## src/rtl/mcsr_pkg.sv

```systemverilog
package mcsr_pkg;

   localparam int NUM_CSR = 6;

   typedef enum logic [2:0] {
      IDX_STATUS  = 3'd0,
      IDX_ISA     = 3'd1,
      IDX_SCRATCH = 3'd2,
      IDX_EPC     = 3'd3,
      IDX_CAUSE   = 3'd4,
      IDX_TVAL    = 3'd5
   } csr_idx_e;

   typedef enum logic [1:0] {
      OP_NONE  = 2'd0,
      OP_WRITE = 2'd1,
      OP_SET   = 2'd2,
      OP_CLEAR = 2'd3
   } csr_op_e;

   localparam int ILLEGAL_CAUSE = 2;
   localparam int ST_MIE        = 3;
   localparam int ST_MPIE       = 7;
   localparam int ST_MPP_LO     = 11;

   function automatic logic [11:0] csr_addr_of(input int idx);
      case (idx)
         0:       csr_addr_of = 12'h300;
         1:       csr_addr_of = 12'h301;
         2:       csr_addr_of = 12'h340;
         3:       csr_addr_of = 12'h341;
         4:       csr_addr_of = 12'h342;
         default: csr_addr_of = 12'h343;
      endcase
   endfunction

endpackage

```

## src/rtl/mcsr_decode.sv

```systemverilog
module mcsr_decode
   import mcsr_pkg::*;
#(
   parameter int XLEN = 32
) (
   input  logic                req_valid,
   input  logic [2:0]          funct3,
   input  logic [11:0]         addr,
   input  logic [4:0]          rs1_idx,
   input  logic [XLEN-1:0]     operand,
   output logic [NUM_CSR-1:0]  sel,
   output csr_op_e             op,
   output logic [XLEN-1:0]     src,
   output logic                wr_req,
   output logic                illegal
);

   logic hit;

   for (genvar g = 0; g < NUM_CSR; g++) begin : g_match
      assign sel[g] = (addr == csr_addr_of(g));
   end

   assign hit     = |sel;
   assign op      = csr_op_e'(funct3[1:0]);
   assign src     = funct3[2] ? {{(XLEN-5){1'b0}}, rs1_idx} : operand;
   assign illegal = req_valid & (!hit | (op == OP_NONE));
   assign wr_req  = req_valid & !illegal & ((op == OP_WRITE) | (rs1_idx != 5'd0));

   always_comb begin
      if (wr_req) begin
         assert_write_needs_hit_R1: assert (hit);
      end
   end

endmodule

```

## src/rtl/mcsr_rmw.sv

```systemverilog
module mcsr_rmw
   import mcsr_pkg::*;
#(
   parameter int XLEN = 32
) (
   input  csr_op_e          op,
   input  logic [XLEN-1:0]  old_val,
   input  logic [XLEN-1:0]  src,
   output logic [XLEN-1:0]  new_val
);

   logic [XLEN-1:0] set_bits;
   logic [XLEN-1:0] clr_bits;

   always_comb begin
      set_bits = '0;
      clr_bits = '0;
      case (op)
         OP_WRITE: begin set_bits = src; clr_bits = '1; end
         OP_SET:   set_bits = src;
         OP_CLEAR: clr_bits = src;
         default:  ;
      endcase
      new_val = (old_val & ~clr_bits) | set_bits;
      if (op == OP_SET) begin
         assert_set_keeps_src_R4: assert ((new_val & src) == src);
      end
   end

endmodule

```

## src/rtl/mcsr_file.sv

```systemverilog
module mcsr_file
   import mcsr_pkg::*;
#(
   parameter int              XLEN          = 32,
   parameter int              CAUSE_W       = 4,
   parameter bit              MISA_WRITABLE = 1'b1,
   parameter logic [XLEN-1:0] MISA_RESET    = '0
) (
   input  logic                clk,
   input  logic                rst_n,
   input  logic [NUM_CSR-1:0]  sel,
   input  logic                csr_we,
   input  logic [XLEN-1:0]     wdata,
   input  logic                trap_we,
   input  logic                trap_intr,
   input  logic [CAUSE_W-1:0]  trap_code,
   input  logic [XLEN-1:0]     trap_pc,
   input  logic                tval_we,
   input  logic [XLEN-1:0]     tval_val,
   output logic [XLEN-1:0]     rdata
);

   logic            st_mie;
   logic            st_mpie;
   logic [1:0]      st_mpp;
   logic [XLEN-1:0] isa_q;
   logic [XLEN-1:0] scratch_q;
   logic [XLEN-1:0] epc_q;
   logic [XLEN-1:0] cause_q;
   logic [XLEN-1:0] tval_q;
   logic [XLEN-1:0] status_v;
   logic [XLEN-1:0] vals [NUM_CSR];

   always_comb begin
      status_v                       = '0;
      status_v[ST_MIE]               = st_mie;
      status_v[ST_MPIE]              = st_mpie;
      status_v[ST_MPP_LO+1:ST_MPP_LO] = st_mpp;
   end

   always_ff @(posedge clk) begin
      if (!rst_n) begin
         st_mie    <= 1'b0;
         st_mpie   <= 1'b0;
         st_mpp    <= 2'd3;
         scratch_q <= '0;
         epc_q     <= '0;
         cause_q   <= '0;
         tval_q    <= '0;
      end else if (trap_we) begin
         st_mpie               <= st_mie;
         st_mie                <= 1'b0;
         epc_q                 <= trap_pc;
         cause_q               <= '0;
         cause_q[XLEN-1]       <= trap_intr;
         cause_q[CAUSE_W-1:0]  <= trap_code;
         if (tval_we) tval_q <= tval_val;
      end else if (csr_we) begin
         if (sel[IDX_STATUS]) begin
            st_mie  <= wdata[ST_MIE];
            st_mpie <= wdata[ST_MPIE];
            st_mpp  <= wdata[ST_MPP_LO+1:ST_MPP_LO];
         end
         if (sel[IDX_SCRATCH]) scratch_q <= wdata;
         if (sel[IDX_EPC])     epc_q     <= wdata;
         if (sel[IDX_CAUSE])   cause_q   <= wdata;
         if (sel[IDX_TVAL])    tval_q    <= wdata;
      end
   end

   if (MISA_WRITABLE) begin : g_isa_reg
      always_ff @(posedge clk) begin
         if (!rst_n)                                  isa_q <= MISA_RESET;
         else if (!trap_we && csr_we && sel[IDX_ISA]) isa_q <= wdata;
      end
   end else begin : g_isa_const
      assign isa_q = MISA_RESET;
   end

   assign vals[IDX_STATUS]  = status_v;
   assign vals[IDX_ISA]     = isa_q;
   assign vals[IDX_SCRATCH] = scratch_q;
   assign vals[IDX_EPC]     = epc_q;
   assign vals[IDX_CAUSE]   = cause_q;
   assign vals[IDX_TVAL]    = tval_q;

   always_comb begin
      rdata = '0;
      for (int i = 0; i < NUM_CSR; i++) begin
         if (sel[i]) rdata = rdata | vals[i];
      end
   end

   assert_trap_clears_mie_R6: assert property (@(posedge clk) disable iff (!rst_n)
      trap_we |=> !st_mie);
   assert_trap_saves_mie_R6: assert property (@(posedge clk) disable iff (!rst_n)
      trap_we |=> (st_mpie == $past(st_mie)));
   assert_tval_hold_R7: assert property (@(posedge clk) disable iff (!rst_n)
      (!(trap_we && tval_we) && !(csr_we && !trap_we && sel[IDX_TVAL])) |=> $stable(tval_q));
   assert_scratch_hold_R2: assert property (@(posedge clk) disable iff (!rst_n)
      !(csr_we && sel[IDX_SCRATCH]) |=> $stable(scratch_q));

endmodule

```

## src/rtl/mtrap_csr_unit.sv

```systemverilog
module mtrap_csr_unit
   import mcsr_pkg::*;
#(
   parameter int              XLEN          = 32,
   parameter int              CAUSE_W       = 4,
   parameter logic [XLEN-1:0] TRAP_VEC      = 32'h0000_0100,
   parameter bit              MISA_WRITABLE = 1'b1,
   parameter logic [XLEN-1:0] MISA_RESET    = '0
) (
   input  logic                clk,
   input  logic                rst_n,
   input  logic                csr_valid,
   input  logic [2:0]          csr_funct3,
   input  logic [11:0]         csr_addr,
   input  logic [4:0]          csr_rs1,
   input  logic [XLEN-1:0]     csr_operand,
   input  logic [XLEN-1:0]     csr_pc,
   input  logic                exc_valid,
   input  logic                exc_intr,
   input  logic [CAUSE_W-1:0]  exc_code,
   input  logic                exc_has_value,
   input  logic [XLEN-1:0]     exc_value,
   input  logic [XLEN-1:0]     exc_pc,
   output logic                rd_we,
   output logic [XLEN-1:0]     rd_data,
   output logic                illegal_insn,
   output logic                trap_taken,
   output logic                pc_update,
   output logic [XLEN-1:0]     pc_next
);

   localparam int PC_STEP = 4;

   if (XLEN < 32) begin : g_bad_xlen
      $error("mtrap_csr_unit: XLEN must be at least 32");
   end
   if (CAUSE_W < 2 || CAUSE_W > XLEN - 1) begin : g_bad_cause
      $error("mtrap_csr_unit: CAUSE_W out of range");
   end
   if (TRAP_VEC[1:0] != 2'b00) begin : g_bad_vec
      $error("mtrap_csr_unit: TRAP_VEC must be word aligned");
   end

   logic [NUM_CSR-1:0] sel;
   csr_op_e            op;
   logic [XLEN-1:0]    src;
   logic               dec_wr;
   logic               dec_illegal;
   logic [XLEN-1:0]    old_val;
   logic [XLEN-1:0]    new_val;
   logic               csr_we_int;
   logic               trap_we;
   logic               tval_we;
   logic [CAUSE_W-1:0] trap_code;
   logic [XLEN-1:0]    trap_pc;

   mcsr_decode #(.XLEN(XLEN)) u_decode (
      .req_valid (csr_valid),
      .funct3    (csr_funct3),
      .addr      (csr_addr),
      .rs1_idx   (csr_rs1),
      .operand   (csr_operand),
      .sel       (sel),
      .op        (op),
      .src       (src),
      .wr_req    (dec_wr),
      .illegal   (dec_illegal)
   );

   mcsr_rmw #(.XLEN(XLEN)) u_rmw (
      .op      (op),
      .old_val (old_val),
      .src     (src),
      .new_val (new_val)
   );

   // exception port has priority over a CSR request in the same cycle
   assign illegal_insn = dec_illegal & !exc_valid;
   assign trap_we      = exc_valid | illegal_insn;
   assign tval_we      = exc_valid & exc_has_value;
   assign trap_code    = exc_valid ? exc_code : CAUSE_W'(ILLEGAL_CAUSE);
   assign trap_pc      = exc_valid ? exc_pc : csr_pc;
   assign csr_we_int   = dec_wr & !exc_valid;

   mcsr_file #(
      .XLEN          (XLEN),
      .CAUSE_W       (CAUSE_W),
      .MISA_WRITABLE (MISA_WRITABLE),
      .MISA_RESET    (MISA_RESET)
   ) u_file (
      .clk       (clk),
      .rst_n     (rst_n),
      .sel       (sel),
      .csr_we    (csr_we_int),
      .wdata     (new_val),
      .trap_we   (trap_we),
      .trap_intr (exc_valid & exc_intr),
      .trap_code (trap_code),
      .trap_pc   (trap_pc),
      .tval_we   (tval_we),
      .tval_val  (exc_value),
      .rdata     (old_val)
   );

   assign rd_we      = csr_valid & !dec_illegal & !exc_valid;
   assign rd_data    = rd_we ? old_val : '0;
   assign trap_taken = trap_we;
   assign pc_update  = rd_we | trap_we;
   assign pc_next    = trap_we ? TRAP_VEC : csr_pc + XLEN'(PC_STEP);

   assert_exc_wins_R9: assert property (@(posedge clk) disable iff (!rst_n)
      exc_valid |-> (!rd_we && !illegal_insn && !csr_we_int));
   assert_illegal_quiet_R2: assert property (@(posedge clk) disable iff (!rst_n)
      illegal_insn |-> (!rd_we && !csr_we_int && !tval_we && trap_taken));
   assert_trap_vector_R6: assert property (@(posedge clk) disable iff (!rst_n)
      trap_taken |-> (pc_next == TRAP_VEC && pc_update));
   assert_legal_advance_R5: assert property (@(posedge clk) disable iff (!rst_n)
      rd_we |-> (pc_next == csr_pc + XLEN'(PC_STEP) && !trap_taken));

endmodule

```

## config.mk

```make
export PLATFORM = sky130hd
export DESIGN_NAME = mtrap_csr_unit
export DESIGN_NICKNAME = d
export VERILOG_FILES = /design/src/rtl/mcsr_pkg.sv /design/src/rtl/mcsr_decode.sv /design/src/rtl/mcsr_rmw.sv /design/src/rtl/mcsr_file.sv /design/src/rtl/mtrap_csr_unit.sv
export SDC_FILE = /design/constraint.sdc
export NUM_CORES = 1
export LEC_CHECK = 0
export ABC_CLOCK_PERIOD_IN_PS = 4900
export CORE_ASPECT_RATIO = 0.9
export CORE_MARGIN = 2
export CORE_UTILIZATION = 60
export CTS_CLUSTER_SIZE = 10
export DETAILED_ROUTE_END_ITERATION = 16
export DONT_BUFFER_PORTS = 1
export GPL_ROUTABILITY_DRIVEN = 0
export PLACE_DENSITY = 0.82
export SYNTH_ARGS = -nofsm -noshare
export SYNTH_HDL_FRONTEND = slang
export SYNTH_SLANG_ARGS = --single-unit
```

## constraint.sdc

```tcl
create_clock -name clk -period 4.9 [get_ports clk]
set_clock_uncertainty 0.2 [all_clocks]
set_input_delay 1.47 -clock clk [delete_from_list [all_inputs] [get_ports clk]]
set_output_delay 1.47 -clock clk [all_outputs]
set_load 0.005 [all_outputs]
```

==> results.sh, run 1 <==
export IMPL_number_of_port_buffers=0
export IMPL_ys_dominant_reg_cell="dfxtp_1"
export IMPL_placed_cells=1242
export IMPL_final_fill_count=1238
export IMPL_power_density_nw_per_um2=295
export IMPL_part_of_the_cycle_the_worst_path_needs_pct=98.8
export IMPL_grt_antenna_before_repair=0
export IMPL_hold_path_endpoint="u_file.tval_q[12]"
export IMPL_rr_endpoint="u_file.tval_q[26]"
export IMPL_totalPowerFinal_w=0.00305
export IMPL_area_growth_syn_to_layout_pct=7.39
export IMPL_startpoint_type="input port"
export IMPL_post_cts_resized_instances=0
export IMPL_min_path_type="reg -> reg"
export IMPL_cts_root_buffer="clkbuf_16"
export IMPL_timing_critical_path_from="csr_funct3[1]"
export IMPL_r2r_setup_slack_ns=2.72
export IMPL_timing_critical_path_slowest_cell_delay_ns=0.40
export IMPL_min_delay_path_depth=2
export IMPL_globalRoute_totalOverflow=0
export IMPL_cts_made_buffers=17
export IMPL_fraction_of_registers_with_async_set_or_reset_after_synthesis_pct=0
export IMPL_fp_row_count=43
export IMPL_drt_antenna_violating_nets=0
export IMPL_hold_viol_final=0
export IMPL_die_h_um=124
export IMPL_slew_headroom_pct=12.7
export IMPL_initial_utilization_pct=61.9
export IMPL_worst_ir_drop_vdd_uv=241
export IMPL_synth_nets=1264
export IMPL_critPathCaptureType="primary output"
export IMPL_final_critical_path_setup_slack_ns=0.0598
export IMPL_clock_sinks=164
export IMPL_worst_setup_hold_path_clk_slew_ns=0.06
export IMPL_synth_area_um2=9620
export IMPL_crit_path_top_delay_cell="or3_1"
export IMPL_post_synth_inst_count=1102
export IMPL_max_cap_violations=0
export IMPL_fraction_of_layout_cells_with_a_size_suffix_above_1_pct=16.5
export IMPL_post_synth_num_cell_types=70
export IMPL_avgRoutedWirePerCell_um=23.5
export IMPL_num_nets_final=1221
export IMPL_largest_net_degree_at_the_start_of_global_routing=71
export IMPL_worstSkewPairLatency_ns=0.43
export IMPL_r2r_cell_count=5
export IMPL_instances_no_fill=1274
export IMPL_setup_viol=0
export IMPL_h_tree_lvl_count=4
export IMPL_critical_path_cell_chain="inv_1, ha_1, or3_1, o41a_1, nor2_4, inv_2, buf_4, nor2_1"
export IMPL_worst_endpoint_arrival_ns=3.17
export IMPL_min_from="u_file.tval_q[12]"
export IMPL_routed_wl_mm=29.9
export IMPL_cts_tree="built"
export IMPL_leakagePower_nw=3.37
export IMPL_cp_max_fo=15
export IMPL_synth_seq_area_share_pct=34.1
export IMPL_grt_first_pass_wirelength_mm=46.4
export IMPL_worstPathRequired_ns=3.23
export IMPL_cts_hold_buf=0
export IMPL_run_status="completed"
export IMPL_design_die_area_um2=17100
export IMPL_route_layer_met1_wl_mm=11.8
export IMPL_drt_vias_per_instance=7.03
export IMPL_rsz0062_at_grt="yes"
export IMPL_clock_tree_buffer_depth=2
export IMPL_number_of_max_slew_violations_in_the_final_report=0
export IMPL_io_pins=226
export IMPL_drt_pass1_iterations=5
export IMPL_post_cts_setup_buffers=0
export IMPL_route_detailed_drc=0
export IMPL_die_width_um=137
export IMPL_met2_length_mm=13.6
export IMPL_core_um2=15500
export IMPL_drt_first_iter_violations=1083
export IMPL_antennaDiodeCount=0
export IMPL_regToRegStartpoint="u_file.tval_q[26]"
export IMPL_worst_slew_pin_transition_ns=1.30
export IMPL_period_needed_ns=4.84
export IMPL_crit_type="in -> out"
export IMPL_dr_total_vias=8958
export IMPL_timing_fmax_mhz=207
export IMPL_syn_area_per_cell_um2=8.73
export IMPL_synth_ff_latch_count=164
export IMPL_dr_max_layer_used="met4"
export IMPL_number_of_global_route_vias_before_repair=8643
export IMPL_met3_layer_wire_length_in_the_routed_design_mm=3.55
export IMPL_detailedPlacementHpwl_mm=20.6
export IMPL_synth_edff_count=0
export IMPL_dp_worst_setup_slack_ns=0.0902
export IMPL_track_usage_pct=35.6
export IMPL_synth_warning_count=0
==> cells by family (layout without fill, tap and decap cells) <==
family / after synthesis / in the layout / share of synthesized area (%)
adders and majority gates: 4 / 4 / 0.520
xor gates and xnor gates: 24 / 24 / 2.19
buffers and inverters: 170 / 140 / 7.87
muxes: 56 / 56 / 9.74
AOI/OAI and AO/OA: 362 / 362 / 27.6
and+or+nand+nor: 322 / 322 / 17.9
DFF: 164 / 164 / 34.1
==> sequential cells by signal, indices dropped and copies added (netlist names) <==
signal	flops
u_file.st_mpie	1
u_file.scratch_q	32
u_file.epc_q	32
u_file.tval_q	32
u_file.isa_q	32
u_file.st_mie	1
u_file.cause_q	32
u_file.st_mpp	2
==> metrics by stage <==
| step | utilization, % | instance area (um^2) | TNS (ns) | hold WS, ns |
|---|---|---|---|---|
| final | 66.4 | 10300 | 0 | 0.253 |
| after global routing | 66.4 | 10300 | -0.0476 | 0.267 |
| after CTS | 66.4 | 10300 | 0 | 0.250 |
| after detailed placement | 62.6 | 9740 | 0 | 0.241 |
| after global placement | 62.6 | 9740 | 0 | 0.238 |
| after floorplan | - | 9620 | 0 | 0.225 |
==> Yosys cell counts, types with 29 or more instances <==
| cell type | n | area (um^2) |
|---|---|---|
| clkbuf_1 | 56 | 210 |
| o21ai_0 | 83 | 415 |
| a22oi_1 | 36 | 270 |
| nor2_1 | 74 | 278 |
| dfxtp_1 | 164 | 3280 |
| inv_1 | 67 | 251 |
| nand4_1 | 35 | 219 |
| o221ai_1 | 29 | 254 |
| a21oi_1 | 92 | 460 |
| nor3_1 | 37 | 185 |
| a211oi_1 | 30 | 225 |
| mux4_2 | 29 | 653 |
| nand2_1 | 69 | 259 |
| nor2b_1 | 30 | 188 |
==> how the worst max path moves through the flow <==
stage                             end  slack [ns]
after floorplan           pc_next[28]        0.06
after global placement    pc_next[14]        0.13
after detailed placement  pc_next[16]        0.09
after CTS                 pc_next[16]        0.09
after global routing      pc_next[17]       -0.01
final                     pc_next[16]        0.06
==> cell type report <==
| cell class | count | area, um^2 | share of cell area, % |
|---|---|---|---|
| Sequential cell | 164 | 3280 | 31.8 |
| Inverter | 68 | 255 | 2.47 |
| Multi-Input combinational cell | 768 | 5630 | 54.5 |
| Timing Repair Buffer | 40 | 325 | 3.15 |
| Tap cell | 202 | 253 | 2.45 |
| Clock buffer | 20 | 457 | 4.42 |
| Clock inverter | 12 | 130 | 1.26 |
==> cells in the final DEF (no fill, tap or decap), drive strengths merged, types with 16 or more instances in the layout <==
cell type | netlist | final
a221oi | 27 | 27
mux2i | 16 | 16
a21oi | 92 | 92
a211oi | 30 | 30
nand4 | 36 | 36
clkbuf | 56 | 20
nor3 | 38 | 38
a2111oi | 30 | 30
nor2b | 30 | 30
o21ai | 86 | 86
nand2 | 71 | 71
inv | 68 | 69
nor2 | 75 | 75
dfxtp | 164 | 164
a22oi | 36 | 36
buf | 46 | 40
o221ai | 29 | 29
mux4 | 29 | 29
xor2 | 17 | 17
nand3 | 21 | 21
==> critical path: cells and delay by family <==
kind	cells	cell delay (ns)
AOI/OAI and AO/OA	1	0.40
adders and majority gates	1	0.21
buffers and inverters	3	0.36
and+or+nand+nor	3	0.71
==> power by group <==
part	switching [W]	internal (W)	leakage [nW]
combinational	0.000196	0.000130	1.76
clock	0.000561	0.000776	0.274
sequential	0.0000196	0.00137	1.33
total	0.000777	0.00227	3.37
==> routing by layer <==
metal | global-route usage, % | up-vias
met4 | 15.1 | 0
li1 | - | 4028
met1 | 47.5 | 4221
met5 | 0 | -
met3 | 8.14 | 76
met2 | 55.6 | 633
Note: power is estimated with default switching activity, not from simulation.
==> run 2, diff against run 1 <==
--- a/config.mk
+++ b/config.mk
@@ -8,12 +8,12 @@
 export ABC_CLOCK_PERIOD_IN_PS = 4900
 export CORE_ASPECT_RATIO = 0.9
 export CORE_MARGIN = 2
-export CORE_UTILIZATION = 60
+export CORE_UTILIZATION = 55
 export CTS_CLUSTER_SIZE = 10
 export DETAILED_ROUTE_END_ITERATION = 16
 export DONT_BUFFER_PORTS = 1
 export GPL_ROUTABILITY_DRIVEN = 0
-export PLACE_DENSITY = 0.82
+export PLACE_DENSITY = 0.76
 export SYNTH_ARGS = -nofsm -noshare
 export SYNTH_HDL_FRONTEND = slang
 export SYNTH_SLANG_ARGS = --single-unit
==> run 2 against run 1 <==
- combinational power is essentially flat
- fmax grew 1.0%
- critical endpoint is now pc_next[31]
- final area grew 0.52%
- register-to-register slack is essentially flat
==> results.sh, run 2 (synthesis results as in run 1) <==
export IMPL_run_status="completed"
export IMPL_drt_pass1_iterations=7
export IMPL_worst_slew_pin_transition_ns=0.871
export IMPL_comb_power_share_pct=10.7
export IMPL_rsz0062_at_grt="no"
export IMPL_largest_net_degree_at_the_start_of_global_routing=71
export IMPL_timing_critical_path_from="csr_funct3[1]"
export IMPL_setup_viol=0
export IMPL_die_width_um=143
export IMPL_cts_tree="built"
export IMPL_r2r_setup_slack_ns=2.72
export IMPL_grt_first_pass_wirelength_mm=47.0
export IMPL_startpoint_type="input port"
export IMPL_drt_antenna_violating_nets=0
export IMPL_globalRoute_totalOverflow=0
export IMPL_worstPathRequired_ns=3.23
export IMPL_cts_made_buffers=17
export IMPL_worst_setup_hold_path_clk_slew_ns=0.06
export IMPL_instances_no_fill=1308
export IMPL_crit_type="in -> out"
export IMPL_fraction_of_layout_cells_with_a_size_suffix_above_1_pct=16.5
export IMPL_worstSkewPairLatency_ns=0.43
export IMPL_area_growth_syn_to_layout_pct=7.95
export IMPL_number_of_global_route_vias_before_repair=8457
export IMPL_capture_point_of_the_worst_path="pc_next[31]"
export IMPL_dr_total_vias=8809
export IMPL_avgRoutedWirePerCell_um=23.3
export IMPL_power_density_nw_per_um2=295
export IMPL_p_sw_share_pct=25.8
export IMPL_number_of_port_buffers=0
export IMPL_internal_power_w=0.00227
export IMPL_worst_ir_drop_vdd_uv=238
export IMPL_layout_cells_most_common_list="dfxtp_1, a21oi_1, o21ai_0"
export IMPL_max_cap_violations=0
export IMPL_regToRegStartpoint="u_file.tval_q[26]"
export IMPL_period_needed_ns=4.79
export IMPL_share_clk_of_total_power_pct=44.0
export IMPL_cts_hold_buf=0
export IMPL_die_h_um=129
export IMPL_critPathCaptureType="primary output"
export IMPL_final_hold_slack_ns=0.255
export IMPL_track_usage_pct=32.8
export IMPL_core_um2=17000
export IMPL_cp_max_fo=18
export IMPL_number_of_max_slew_violations_in_the_final_report=0
export IMPL_leakagePower_nw=3.38
export IMPL_seqPwrFrac_pct=45.4
export IMPL_layout_commonest_cell="dfxtp_1"
export IMPL_grt_antenna_before_repair=1
export IMPL_setup_tns_ns=0
export IMPL_part_of_the_cycle_the_worst_path_needs_pct=97.8
export IMPL_fp_row_count=45
export IMPL_design_die_area_um2=18600
export IMPL_initial_utilization_pct=56.6
export IMPL_r2r_cell_count=5
export IMPL_placed_cells=1276
export IMPL_min_path_type="reg -> reg"
export IMPL_cts_root_buffer="clkbuf_16"
export IMPL_routed_wl_mm=30.4
export IMPL_worst_endpoint_arrival_ns=3.12
export IMPL_h_tree_lvl_count=4
export IMPL_rr_endpoint="u_file.cause_q[26]"
export IMPL_slew_headroom_pct=41.9
export IMPL_io_pins=226
export IMPL_drt_first_iter_violations=912
export IMPL_detailedPlacementHpwl_mm=20.9
export IMPL_antennaDiodeCount=0
export IMPL_route_detailed_drc=0
export IMPL_hold_viol_final=0
export IMPL_clock_tree_buffer_depth=2
export IMPL_min_from="u_file.tval_q[3]"
export IMPL_netSwitchingPower_w=0.000790
export IMPL_timing_fmax_mhz=209
export IMPL_stdcell_area_um2=10400
export IMPL_drt_vias_per_instance=6.73
export IMPL_clock_sinks=164
export IMPL_totalPowerFinal_w=0.00306
export IMPL_placed_cell_area_um2=9790
export IMPL_num_nets_final=1222
-- run 2: through the flow --
stage | setup slack [ns] | util [%]
6_report | 0.110 | 61.1
5_1_grt | 0.0111 | 61.1
4_1_cts | 0.129 | 61.0
3_5_place_dp | 0.141 | 57.6
3_3_place_gp | 0.176 | 57.6
2_1_floorplan | 0.0639 | -
-- run 2: worst min-delay path by stage --
stage                              to  slack, ns  cells past startpoint
finish               u_file.tval_q[3]       0.26                      2
global route        u_file.tval_q[15]       0.28                      2
CTS                  u_file.tval_q[3]       0.25                      2
detailed placement  u_file.tval_q[15]       0.24                      2
global placement    u_file.tval_q[12]       0.23                      2
floorplan           u_file.tval_q[11]       0.23                      2
-- run 2: power by group through the flow --
stage,Combinational (W),Clock [W],Sequential [W]
global route,0.000349,0.00141,0.00139
finish,0.000326,0.00135,0.00139
detailed placement,0.000320,0,0.00142
global placement,0.000314,0,0.00142
CTS,0.000321,0.00135,0.00139
floorplan,0.000271,0,0.00141
-- run 2: area by class of cell --
cell class              count  area, um^2
clock buffers              19         443
clock inverters            13         149
fillers                  1447        6620
inverters                  68         255
multi-input cells         768        5630
flip-flops and latches    164        3280
well taps                 235         294
repair buffers             41         333
-- run 2: worst max-delay path: stages --
cell,delay (ns)
inv_1,0.04
ha_1,0.20
or3_1,0.41
o41a_1,0.43
nor2_4,0.13
inv_2,0.11
buf_12,0.17
a21oi_1,0.16
-- run 2: timing repair --
item | CTS | global route
endpoints found under the setup margin | 0 | 2
gates resized for setup | 0 | 2
setup buffers | 0 | 0
-- run 2: per-layer routing --
metal  track usage (%)  vias up  share of wire, %  wire, um
li1                  -     4056                 -         -
met1              43.6     4165                42     12700
met2              51.7      523                45     13700
met3              7.98       63                10      3140
met4              13.3        2               2.9       880
met5                 0        -             0.053        16
